`src/rtl/pwm_chan_pkg.sv`:
```
`timescale 1ns/1ps
package pwm_chan_pkg;
  // Number of power-of-two prescaler taps (divide by 2^0 .. 2^10)
  localparam int unsigned PRE_TAPS = 11;
  // Width of the tick source select
  localparam int unsigned SRC_W = 4;
  // Source codes of the two linear dividers (follow the prescaler taps)
  localparam logic [SRC_W-1:0] SRC_DIV_A = SRC_W'(PRE_TAPS);
  localparam logic [SRC_W-1:0] SRC_DIV_B = SRC_W'(PRE_TAPS + 1);

  typedef enum logic {CNT_UP = 1'b0, CNT_DOWN = 1'b1} cnt_dir_e;
endpackage

```
`src/rtl/pwm_lin_div.sv`:
```
`timescale 1ns/1ps
// Linear clock divider: one tick every `ratio` cycles, none when ratio is 0.
module pwm_lin_div #(
  parameter int unsigned DIV_W = 8
) (
  input  logic             clk,
  input  logic             rst_n,
  input  logic [DIV_W-1:0] ratio,
  output logic             tick
);
  logic [DIV_W-1:0] cnt_q;
  logic             hit;

  assign hit  = (ratio != '0) && (cnt_q >= ratio - DIV_W'(1));
  assign tick = hit;

  always_ff @(posedge clk) begin
    if (!rst_n)             cnt_q <= '0;
    else if (ratio == '0)   cnt_q <= '0;
    else if (hit)           cnt_q <= '0;
    else                    cnt_q <= cnt_q + DIV_W'(1);
  end
endmodule

```
`src/rtl/pwm_tick_sel.sv`:
```
`timescale 1ns/1ps
// Tick source selection: power-of-two prescaler taps and two linear dividers.
module pwm_tick_sel
  import pwm_chan_pkg::*;
#(
  parameter int unsigned DIV_W = 8
) (
  input  logic             clk,
  input  logic             rst_n,
  input  logic [SRC_W-1:0] src_sel,
  input  logic [DIV_W-1:0] div_a_ratio,
  input  logic [DIV_W-1:0] div_b_ratio,
  output logic             tick
);
  localparam int unsigned PRE_W  = PRE_TAPS - 1;
  localparam int unsigned SEL_N  = 1 << SRC_W;
  localparam int unsigned N_DIV  = 2;
  localparam int unsigned PAD    = SEL_N - PRE_TAPS - N_DIV;

  logic [PRE_W-1:0]    pre_q;
  logic [PRE_TAPS-1:0] tap_hit;
  logic [N_DIV-1:0]    div_tick;
  logic [DIV_W-1:0]    ratio [N_DIV];
  logic [SEL_N-1:0]    src_vec;

  always_ff @(posedge clk) begin
    if (!rst_n) pre_q <= '0;
    else        pre_q <= pre_q + PRE_W'(1);
  end

  // Tap g fires once every 2^g cycles
  for (genvar g = 0; g < PRE_TAPS; g++) begin : g_tap
    if (g == 0) begin : g_every
      assign tap_hit[g] = 1'b1;
    end else begin : g_div
      assign tap_hit[g] = &pre_q[g-1:0];
    end
  end

  assign ratio[0] = div_a_ratio;
  assign ratio[1] = div_b_ratio;

  for (genvar d = 0; d < N_DIV; d++) begin : g_lin
    pwm_lin_div #(.DIV_W(DIV_W)) u_div (
      .clk   (clk),
      .rst_n (rst_n),
      .ratio (ratio[d]),
      .tick  (div_tick[d])
    );
  end

  // Unused codes read constant zero: no tick
  assign src_vec = {{PAD{1'b0}}, div_tick, tap_hit};
  assign tick    = src_vec[src_sel];
endmodule

```
`src/rtl/pwm_chan_core.sv`:
```
`timescale 1ns/1ps
// Channel counter, boundary-buffered settings and compare logic.
module pwm_chan_core
  import pwm_chan_pkg::*;
#(
  parameter int unsigned CNT_W = 16
) (
  input  logic             clk,
  input  logic             rst_n,
  input  logic             tick,
  input  logic [CNT_W-1:0] cfg_prd,
  input  logic [CNT_W-1:0] cfg_dty,
  input  logic             cfg_pol,
  input  logic             cfg_ctr,
  output logic             pwm_out,
  output logic             period_start,
  output logic [CNT_W-1:0] cnt_o,
  output logic             dir_o,
  output logic [CNT_W-1:0] act_prd_o,
  output logic [CNT_W-1:0] act_dty_o,
  output logic             act_pol_o,
  output logic             act_ctr_o
);
  typedef struct packed {
    logic [CNT_W-1:0] prd;
    logic [CNT_W-1:0] dty;
    logic             pol;
    logic             ctr;
  } chan_cfg_t;

  chan_cfg_t        act_q, nxt_cfg;
  logic [CNT_W-1:0] cnt_q, cnt_d, thr;
  cnt_dir_e         dir_q, dir_d;
  logic             wrap, opp, pstart_q;

  // Settings presented for the next period; zero period acts as one tick
  always_comb begin
    nxt_cfg.prd = (cfg_prd == '0) ? CNT_W'(1) : cfg_prd;
    nxt_cfg.dty = cfg_dty;
    nxt_cfg.pol = cfg_pol;
    nxt_cfg.ctr = cfg_ctr;
  end

  // Next count on a tick
  always_comb begin
    cnt_d = cnt_q;
    dir_d = dir_q;
    wrap  = 1'b0;
    if (!act_q.ctr) begin
      if (cnt_q + CNT_W'(1) >= act_q.prd) begin
        wrap  = 1'b1;
        cnt_d = '0;
      end else begin
        cnt_d = cnt_q + CNT_W'(1);
      end
    end else if (dir_q == CNT_UP) begin
      cnt_d = cnt_q + CNT_W'(1);
      if (cnt_q + CNT_W'(1) == act_q.prd) dir_d = CNT_DOWN;
    end else begin
      cnt_d = cnt_q - CNT_W'(1);
      if (cnt_q == CNT_W'(1)) begin
        wrap  = 1'b1;
        dir_d = CNT_UP;
      end
    end
  end

  always_ff @(posedge clk) begin
    if (!rst_n) begin
      cnt_q     <= '0;
      dir_q     <= CNT_UP;
      act_q.prd <= CNT_W'(1);
      act_q.dty <= '0;
      act_q.pol <= 1'b0;
      act_q.ctr <= 1'b0;
      pstart_q  <= 1'b0;
    end else begin
      pstart_q <= tick && wrap;
      if (tick) begin
        cnt_q <= cnt_d;
        dir_q <= dir_d;
        if (wrap) act_q <= nxt_cfg;
      end
    end
  end

  // Opposite level from threshold P-D (saturating at 0 when D >= P)
  assign thr = (act_q.dty >= act_q.prd) ? '0 : act_q.prd - act_q.dty;
  assign opp = (dir_q == CNT_UP) ? (cnt_q >= thr) : (cnt_q > thr);

  assign pwm_out      = act_q.pol ^ opp;
  assign period_start = pstart_q;
  assign cnt_o        = cnt_q;
  assign dir_o        = (dir_q == CNT_DOWN);
  assign act_prd_o    = act_q.prd;
  assign act_dty_o    = act_q.dty;
  assign act_pol_o    = act_q.pol;
  assign act_ctr_o    = act_q.ctr;
endmodule

```
`src/rtl/pwm_chan_gen.sv`:
```
`timescale 1ns/1ps
// Top: tick selection feeding one PWM channel.
module pwm_chan_gen
  import pwm_chan_pkg::*;
#(
  parameter int unsigned CNT_W = 16,
  parameter int unsigned DIV_W = 8
) (
  input  logic             clk,
  input  logic             rst_n,
  input  logic [SRC_W-1:0] src_sel,
  input  logic [DIV_W-1:0] div_a_ratio,
  input  logic [DIV_W-1:0] div_b_ratio,
  input  logic [CNT_W-1:0] prd_ticks,
  input  logic [CNT_W-1:0] duty_ticks,
  input  logic             pol_high,
  input  logic             center_mode,
  output logic             pwm_out,
  output logic             period_start
);
  logic             tick;
  logic [CNT_W-1:0] cnt_w, act_prd_w, act_dty_w;
  logic             dir_w, act_pol_w, act_ctr_w;

  pwm_tick_sel #(.DIV_W(DIV_W)) u_sel (
    .clk         (clk),
    .rst_n       (rst_n),
    .src_sel     (src_sel),
    .div_a_ratio (div_a_ratio),
    .div_b_ratio (div_b_ratio),
    .tick        (tick)
  );

  pwm_chan_core #(.CNT_W(CNT_W)) u_core (
    .clk          (clk),
    .rst_n        (rst_n),
    .tick         (tick),
    .cfg_prd      (prd_ticks),
    .cfg_dty      (duty_ticks),
    .cfg_pol      (pol_high),
    .cfg_ctr      (center_mode),
    .pwm_out      (pwm_out),
    .period_start (period_start),
    .cnt_o        (cnt_w),
    .dir_o        (dir_w),
    .act_prd_o    (act_prd_w),
    .act_dty_o    (act_dty_w),
    .act_pol_o    (act_pol_w),
    .act_ctr_o    (act_ctr_w)
  );
endmodule

```
`config.mk`:
```
export PLATFORM = sky130hd
export DESIGN_NAME = pwm_chan_gen
export DESIGN_NICKNAME = d
export VERILOG_FILES = /design/src/rtl/pwm_chan_pkg.sv /design/src/rtl/pwm_lin_div.sv /design/src/rtl/pwm_tick_sel.sv /design/src/rtl/pwm_chan_core.sv /design/src/rtl/pwm_chan_gen.sv
export SDC_FILE = /design/constraint.sdc
export NUM_CORES = 1
export LEC_CHECK = 0
export BUFFER_PORTS_ARGS = -buffer_cell sky130_fd_sc_hd__clkbuf_2
export CAP_MARGIN = 10
export CORE_ASPECT_RATIO = 0.8
export CORE_MARGIN = 2
export CORE_UTILIZATION = 47
export DETAILED_ROUTE_END_ITERATION = 8
export PLACE_DENSITY = 0.68
export SYNTH_ARGS = -nofsm -noshare
export SYNTH_HDL_FRONTEND = slang
export SYNTH_SLANG_ARGS = --single-unit
export TNS_END_PERCENT = 10
```
`constraint.sdc`:
```
create_clock -name clk -period 4.2 [get_ports clk]
set_input_delay 0.84 -clock clk [delete_from_list [all_inputs] [get_ports clk]]
set_output_delay 0.84 -clock clk [all_outputs]
set_load 0.005 [all_outputs]
```
Word level (Yosys, flattened, before mapping)
Cells that the tools add are included.

operators by class
  add/sub/neg operators = 8
  multiply operators = 0
  divide/modulo/power cells = 0
  order comparisons = 7
  eq/ne operators = 2
  shift operators = 0
  multiplexer cells = 15
  bitwise operators = 2
  reductions and logical operators = 21

operator list
  kind                                                         count
  2-to-1 mux 16 bit                                            5
  >= comparator 16 bit                                         3
  adder 16 x 1 -> 16 bit (second input constant)               1
  adder 8 x 1 -> 8 bit (second input constant)                 2
  == test 16 x 1 -> 1 bit (second input constant)              1
  == test 16 bit                                               1
  >= comparator 8 bit                                          2
  > comparator 16 bit                                          1
  logical NOT 16 bit                                           1
  logical NOT 8 bit                                            2
  nonzero test 8 bit                                           2
  subtractor 16 x 1 -> 16 bit (second input constant)          1
  subtractor 16 bit                                            1
  subtractor 8 x 1 -> 8 bit (second input constant)            2
  adder 10 x 1 -> 10 bit (second input constant)               1
  AND reduction 10 bit                                         1
  2-to-1 mux 1 bit                                             9
  AND reduction 9 bit                                          1
  AND reduction 8 bit                                          1
  AND reduction 7 bit                                          1
  AND reduction 2 bit                                          3
  AND reduction 6 bit                                          1
  OR reduction 3 bit                                           2
  less-than comparator 4 x 5 -> 1 bit (second input constant)  1
  other kinds (7)                                              9

storage, ports and cells
  flip-flop bits (word level) = 78
  latch bits = 0
  memory bits (writable) = 0
  memory bits (read-only) = 0
  bits of input ports = 56
  output and inout bits = 2
  logic and storage cells = 65
  memories kept = 0

Logic depth before layout (Yosys ltp)
  depth in word-level cells = 6
  depth in mapped cells = 20
  depth with buffers taken out = 19

Modules after synthesis
From an unflattened synthesis, not the netlist that was laid out.

unflattened totals
  cells, all modules = 831
  area, all modules = 6657.6 um^2

modules (own cells, without submodules)
  module         times used  cells an instance  area each (um^2)  seq. area each (um^2)
  pwm_chan_core  1           635                4790.8            1041.0
  pwm_lin_div    2           68                 663.1             160.2
  pwm_tick_sel   1           60                 540.5             200.2

Worst setup path before layout
OpenSTA, ideal clock, no wires.

  path kind = reg2out
  from = register u_core.act_q (netlist bit u_core.act_prd_o[0])
  to = output pwm_out
  arrival = 3.753 ns
  data required time = 3.360 ns
  setup slack = -0.393 ns
  cell stages (with the launch flop) = 21
  path through = dfxtp_1 inv_1 ha_1 inv_1 fa_1 a21oi_1 o21ai_1 a2111oi_2 o31ai_2 a211oi_1 a31oi_2 buf_2 nand2_1 ha_1 nor2b_1 o21a_1 o21ai_0 a21oi_1 o31a_1 o31ai_1 xnor2_1

on the way
  cells in the longest elaborated chain, start to end = 5

RTL lines
  item                                                         RTL line             RTL
  start, declared                                              pwm_chan_core.sv:31  chan_cfg_t act_q, nxt_cfg;
  start signal, assigned                                       pwm_chan_core.sv:82  if (wrap) act_q <= nxt_cfg;
  subtractor 16 bit or >= comparator 16 bit (tied branches)    pwm_chan_core.sv:88  assign thr = (act_q.dty >= act_q.prd) ? '0 : act_q.prd - act_q.dty;
  2-to-1 mux 16 bit (*)                                        pwm_chan_core.sv:88
  >= comparator 16 bit or > comparator 16 bit (tied branches)  pwm_chan_core.sv:89  assign opp = (dir_q == CNT_UP) ? (cnt_q >= thr) : (cnt_q > thr);
  2-to-1 mux 1 bit (*)                                         pwm_chan_core.sv:89
  bitwise XOR 1 bit (*)                                        pwm_chan_core.sv:91  assign pwm_out = act_q.pol ^ opp;
  end, declared                                                pwm_chan_gen.sv:18   output logic pwm_out,

Every way passes the cells marked *; elsewhere a longest branch is shown, timed or not.

Worst setup path after layout
Same ends and word-level chain as after synthesis.

==> summary.md <==
| Metric | Value |
|---|---|
| Count of hold buffers inserted by post-cts repair | `0` |
| Post-route antenna net violation count | `0` |
| Initial Util | `0.4760` |
| Number of clock sinks seen by CTS | `just under 80` |
| Clock tree from TritonCTS | `built` |
| Clock slew seen by the registers of the worst setup and hold paths | `0.06 ns` |
| Classification of the worst-slack hold path | `flop to flop` |
| Part of the Yosys area used for sequential elements | `0.2438` |
| Outcome | `complete, but fails checks` |
| Count of state elements after synthesis | `78` |
| Number of enable flip-flop cells after synthesis | `0` |
| Combined area of all synthesized cells | `roughly 6400 µm²` |
| Routability congestion estimate | `approximately 0.94` |
| Total instance count after detailed placement | `between 1000 and 1500` |
| Half-perimeter wire length of the detailed placement result | `13.10 mm` |
| CTS Buf Count | `9` |
| Portion of synthesized cell area occupied by the leading cell type | `0.2438` |
| Fmax | `around 210 MHz` |
| Die Wd | `between 100 and 150 µm` |
| Number of global-route vias before repair | `5755` |
| Initial DRT Pass Iterations | `5` |
| Most common cell after layout, fill and taps aside | `dfxtp_1` |
| Number of top-level design ports | `58` |
| Via count | `~6300` |
| Reg-to-reg slack, setup | `around 0.26 ns` |
| Post-synthesis cell count | `roughly 830` |
| Average vias per placed instance | `approximately 5.6` |
| Violations in the final reports | `negative setup slack` |
| Clock period minus final worst setup slack | `roughly 4.8 ns` |
| CP Data Required Time | `3.36 ns` |
| Pwr/cell area | `just over 600 nW/µm²` |
| Non-Filler Instances | `about 1100` |
| Placeable core region | `13460 µm²` |
| Fin area | `7704 µm²` |
| Synth Flop Type | `dfxtp_1` |
| Maxcap violations | `0` |
| Setup Crit Path Kind | `flop to primary output` |
| Violation count after the first detailed-routing iteration | `roughly 500` |
| Total congestion overflow | `0` |
| DRC violation count after routing | `0` |
| Standard cell area after detailed placement | `between 7000 and 8000 µm²` |
| Signal arrival time at the worst endpoint | `between 3 and 4 ns` |
| Final Total Pwr | `between 4 and 5 mW` |
| Critical path fanouts, max | `4` |
| Initial antenna violation count | `0` |
| Total of buffers placed on input and output ports | `57` |
| Main area contributors after synthesis | `dfxtp_1, ha_1, a21oi_1` |
| Wire length of the first global-routing pass | `28.70 mm` |
| Tightest Pin Transition | `roughly 1 ns` |
| Number of failing setup endpoints in the final timing report | `1` |
| Pin count of the biggest net entering global routing | `54` |
| Final count of pins violating max slew | `0` |
| Number of nets in the synthesized netlist | `approximately 970` |
| Per-instance average area after synthesis | `about 7.7 µm²` |
| VDD IR-drop max | `approximately 0.0004 V` |
| Total leakage power | `around 3.2 nW` |
| Maximum count of clock buffers along a single path | `2` |
| Final Hold Vio Count | `0` |
| Area growth, synth to finish | `20.28%` |
| Net count, final | `approximately 1100` |
| Die Area | `14580 µm²` |
| Unrepaired setup endpoints after global routing | `yes` |
| Htree depth | `3` |
| Most used cells in the layout excluding fill and tap cells | `dfxtp_1, ha_1, nor2_1, a21oi_1, buf_4` |
| Library cell with the largest summed area after synthesis | `dfxtp_1` |
| GR Util All Layers | `0.2458` |
| Relative max-transition margin | `0.3307` |
| Antenna diode instance count | `0` |
| Number of library cell types mapped by synthesis | `between 60 and 70` |
| Share of flip-flops with an asynchronous set or reset | `0` |
| Startpoint Class | `flop` |
| Final worst path period share | `1.147` |
| Die height | `108.4 µm` |
| Standard-cell rows | `38` |
| Wire length reported by the detailed router | `~17 mm` |
| Fill cell instance count of the final layout | `1258` |
| Share of cells above drive strength 1 | `0.1816` |
| Worst Skew | `approximately 0.01 ns` |
| Routed wirelength normalized by instance count | `15.46 µm` |
| Worst Setup End Kind | `primary output` |
| Final worst-path setup slack | `-0.6169 ns` |
| Post-route setup TNS | `-0.6169 ns` |
| Warnings, synthesis | `0` |
| Latest clock arrival within the worst-skew pair | `0.35 ns` |
| Buffer type at the clock tree root | `clkbuf_16` |
## final timing paths
| path | from | endpoint | depth (start not counted) |
|---|---|---|---|
| max | u_core.act_prd_o[0] | pwm_out | 20 |
| min | u_core.act_dty_o[14] | u_core.act_dty_o[14] | 2 |
| max reg2reg | u_core.cnt_o[0] | u_core.cnt_o[5] | 16 |
| min reg2reg | u_core.act_dty_o[14] | u_core.act_dty_o[14] | 2 |
## metrics by stage
| step | hold WS [ns] | worst slack (ns) | utilization |
|---|---|---|---|
| floorplan | 0.4373 | -0.1273 | - |
| global placement | 0.4609 | -0.2883 | 0.5458 |
| detailed placement | 0.4674 | -0.3920 | 0.5458 |
| CTS | 0.4756 | -0.6482 | 0.5705 |
| global route | 0.4971 | -0.9102 | 0.5725 |
| finish | 0.4747 | -0.6169 | 0.5725 |
## cell usage after synthesis, drive strengths merged (10+ instances only)
cell,instances
o21ai,72
xor2,31
or3,10
buf,14
o211ai,11
a21oi,72
inv,53
clkbuf,29
nor4,15
nand4,13
o21a,13
xnor2,27
dfxtp,78
nor3,25
nand2,46
nor2,71
and3,16
ha,77
nand3,65
## area by class of cell
class                   count  area (µm²)  area share
inverters                  53       198.9     0.02582
well taps                 180       225.2     0.02924
flip-flops and latches     78        1562      0.2027
repair buffers            131       878.3      0.1140
multi-input cells         658        4523      0.5871
clock inverters             4       70.07    0.009095
clock buffers              12       246.5     0.03200
## worst max-delay path: stages, from the launching register on
cell       delay [ns]
dfxtp_1          0.31
inv_1            0.05
ha_1             0.18
inv_1            0.06
fa_2             0.37
a21oi_4          0.16
o21ai_2          0.10
a2111oi_4        0.35
o31ai_2          0.12
a211oi_2         0.22
a31oi_2          0.09
o311ai_0         0.12
ha_1             0.31
a21o_1           0.18
a21oi_1          0.13
nor2b_1          0.05
o21ai_0          0.15
a21oi_1          0.12
o31ai_4          0.28
xnor2_1          0.16
clkbuf_2         0.13
## layer usage
| metal | wire, µm | vias to the layer above | GRT usage | part of all wire |
|---|---|---|---|---|
| met1 | 8639 | 2888 | 0.3587 | 0.50 |
| li1 | - | 3212 | - | - |
| met3 | 1148 | 16 | 0.06142 | 0.067 |
| met4 | 206 | 0 | 0.05414 | 0.012 |
| met2 | 7257 | 170 | 0.3641 | 0.42 |
| met5 | 0 | - | 0 | 0 |
## logic make-up after synthesis
| family | Yosys count | share of synthesized area |
|---|---|---|
| adder cells (fa/ha/maj) | 78 | 0.1535 |
| AO/OA/AOI/OAI | 221 | 0.2163 |
| multiplexers | 2 | 0.003126 |
| XOR/XNOR | 58 | 0.07931 |
| buffers and inverters | 96 | 0.06251 |
| AND/OR/NAND/NOR | 299 | 0.2415 |
| flip-flops | 78 | 0.2438 |
## sequential cells by signal (all words and copies together) (netlist names), 10 cells and up
register                 flops
u_core.cnt_o                16
u_core.act_prd_o            16
u_core.act_dty_o            16
u_sel.pre_q                 10
u_sel.g_lin.u_div.cnt_q     16
## where the power goes
part	total, mW	internal (mW)	switching, mW
clock	0.841	0.535	0.306
combinational	2.96	1.35	1.61
sequential	0.866	0.812	0.0541
## timing repair
item,4_1_cts,5_1_grt
setup endpoints to repair,1,22
endpoints found under the hold margin,0,0
buffers inserted,1,0
pin swaps,2,0
resized for setup,2,3
(Power assumes the default switching activity.)
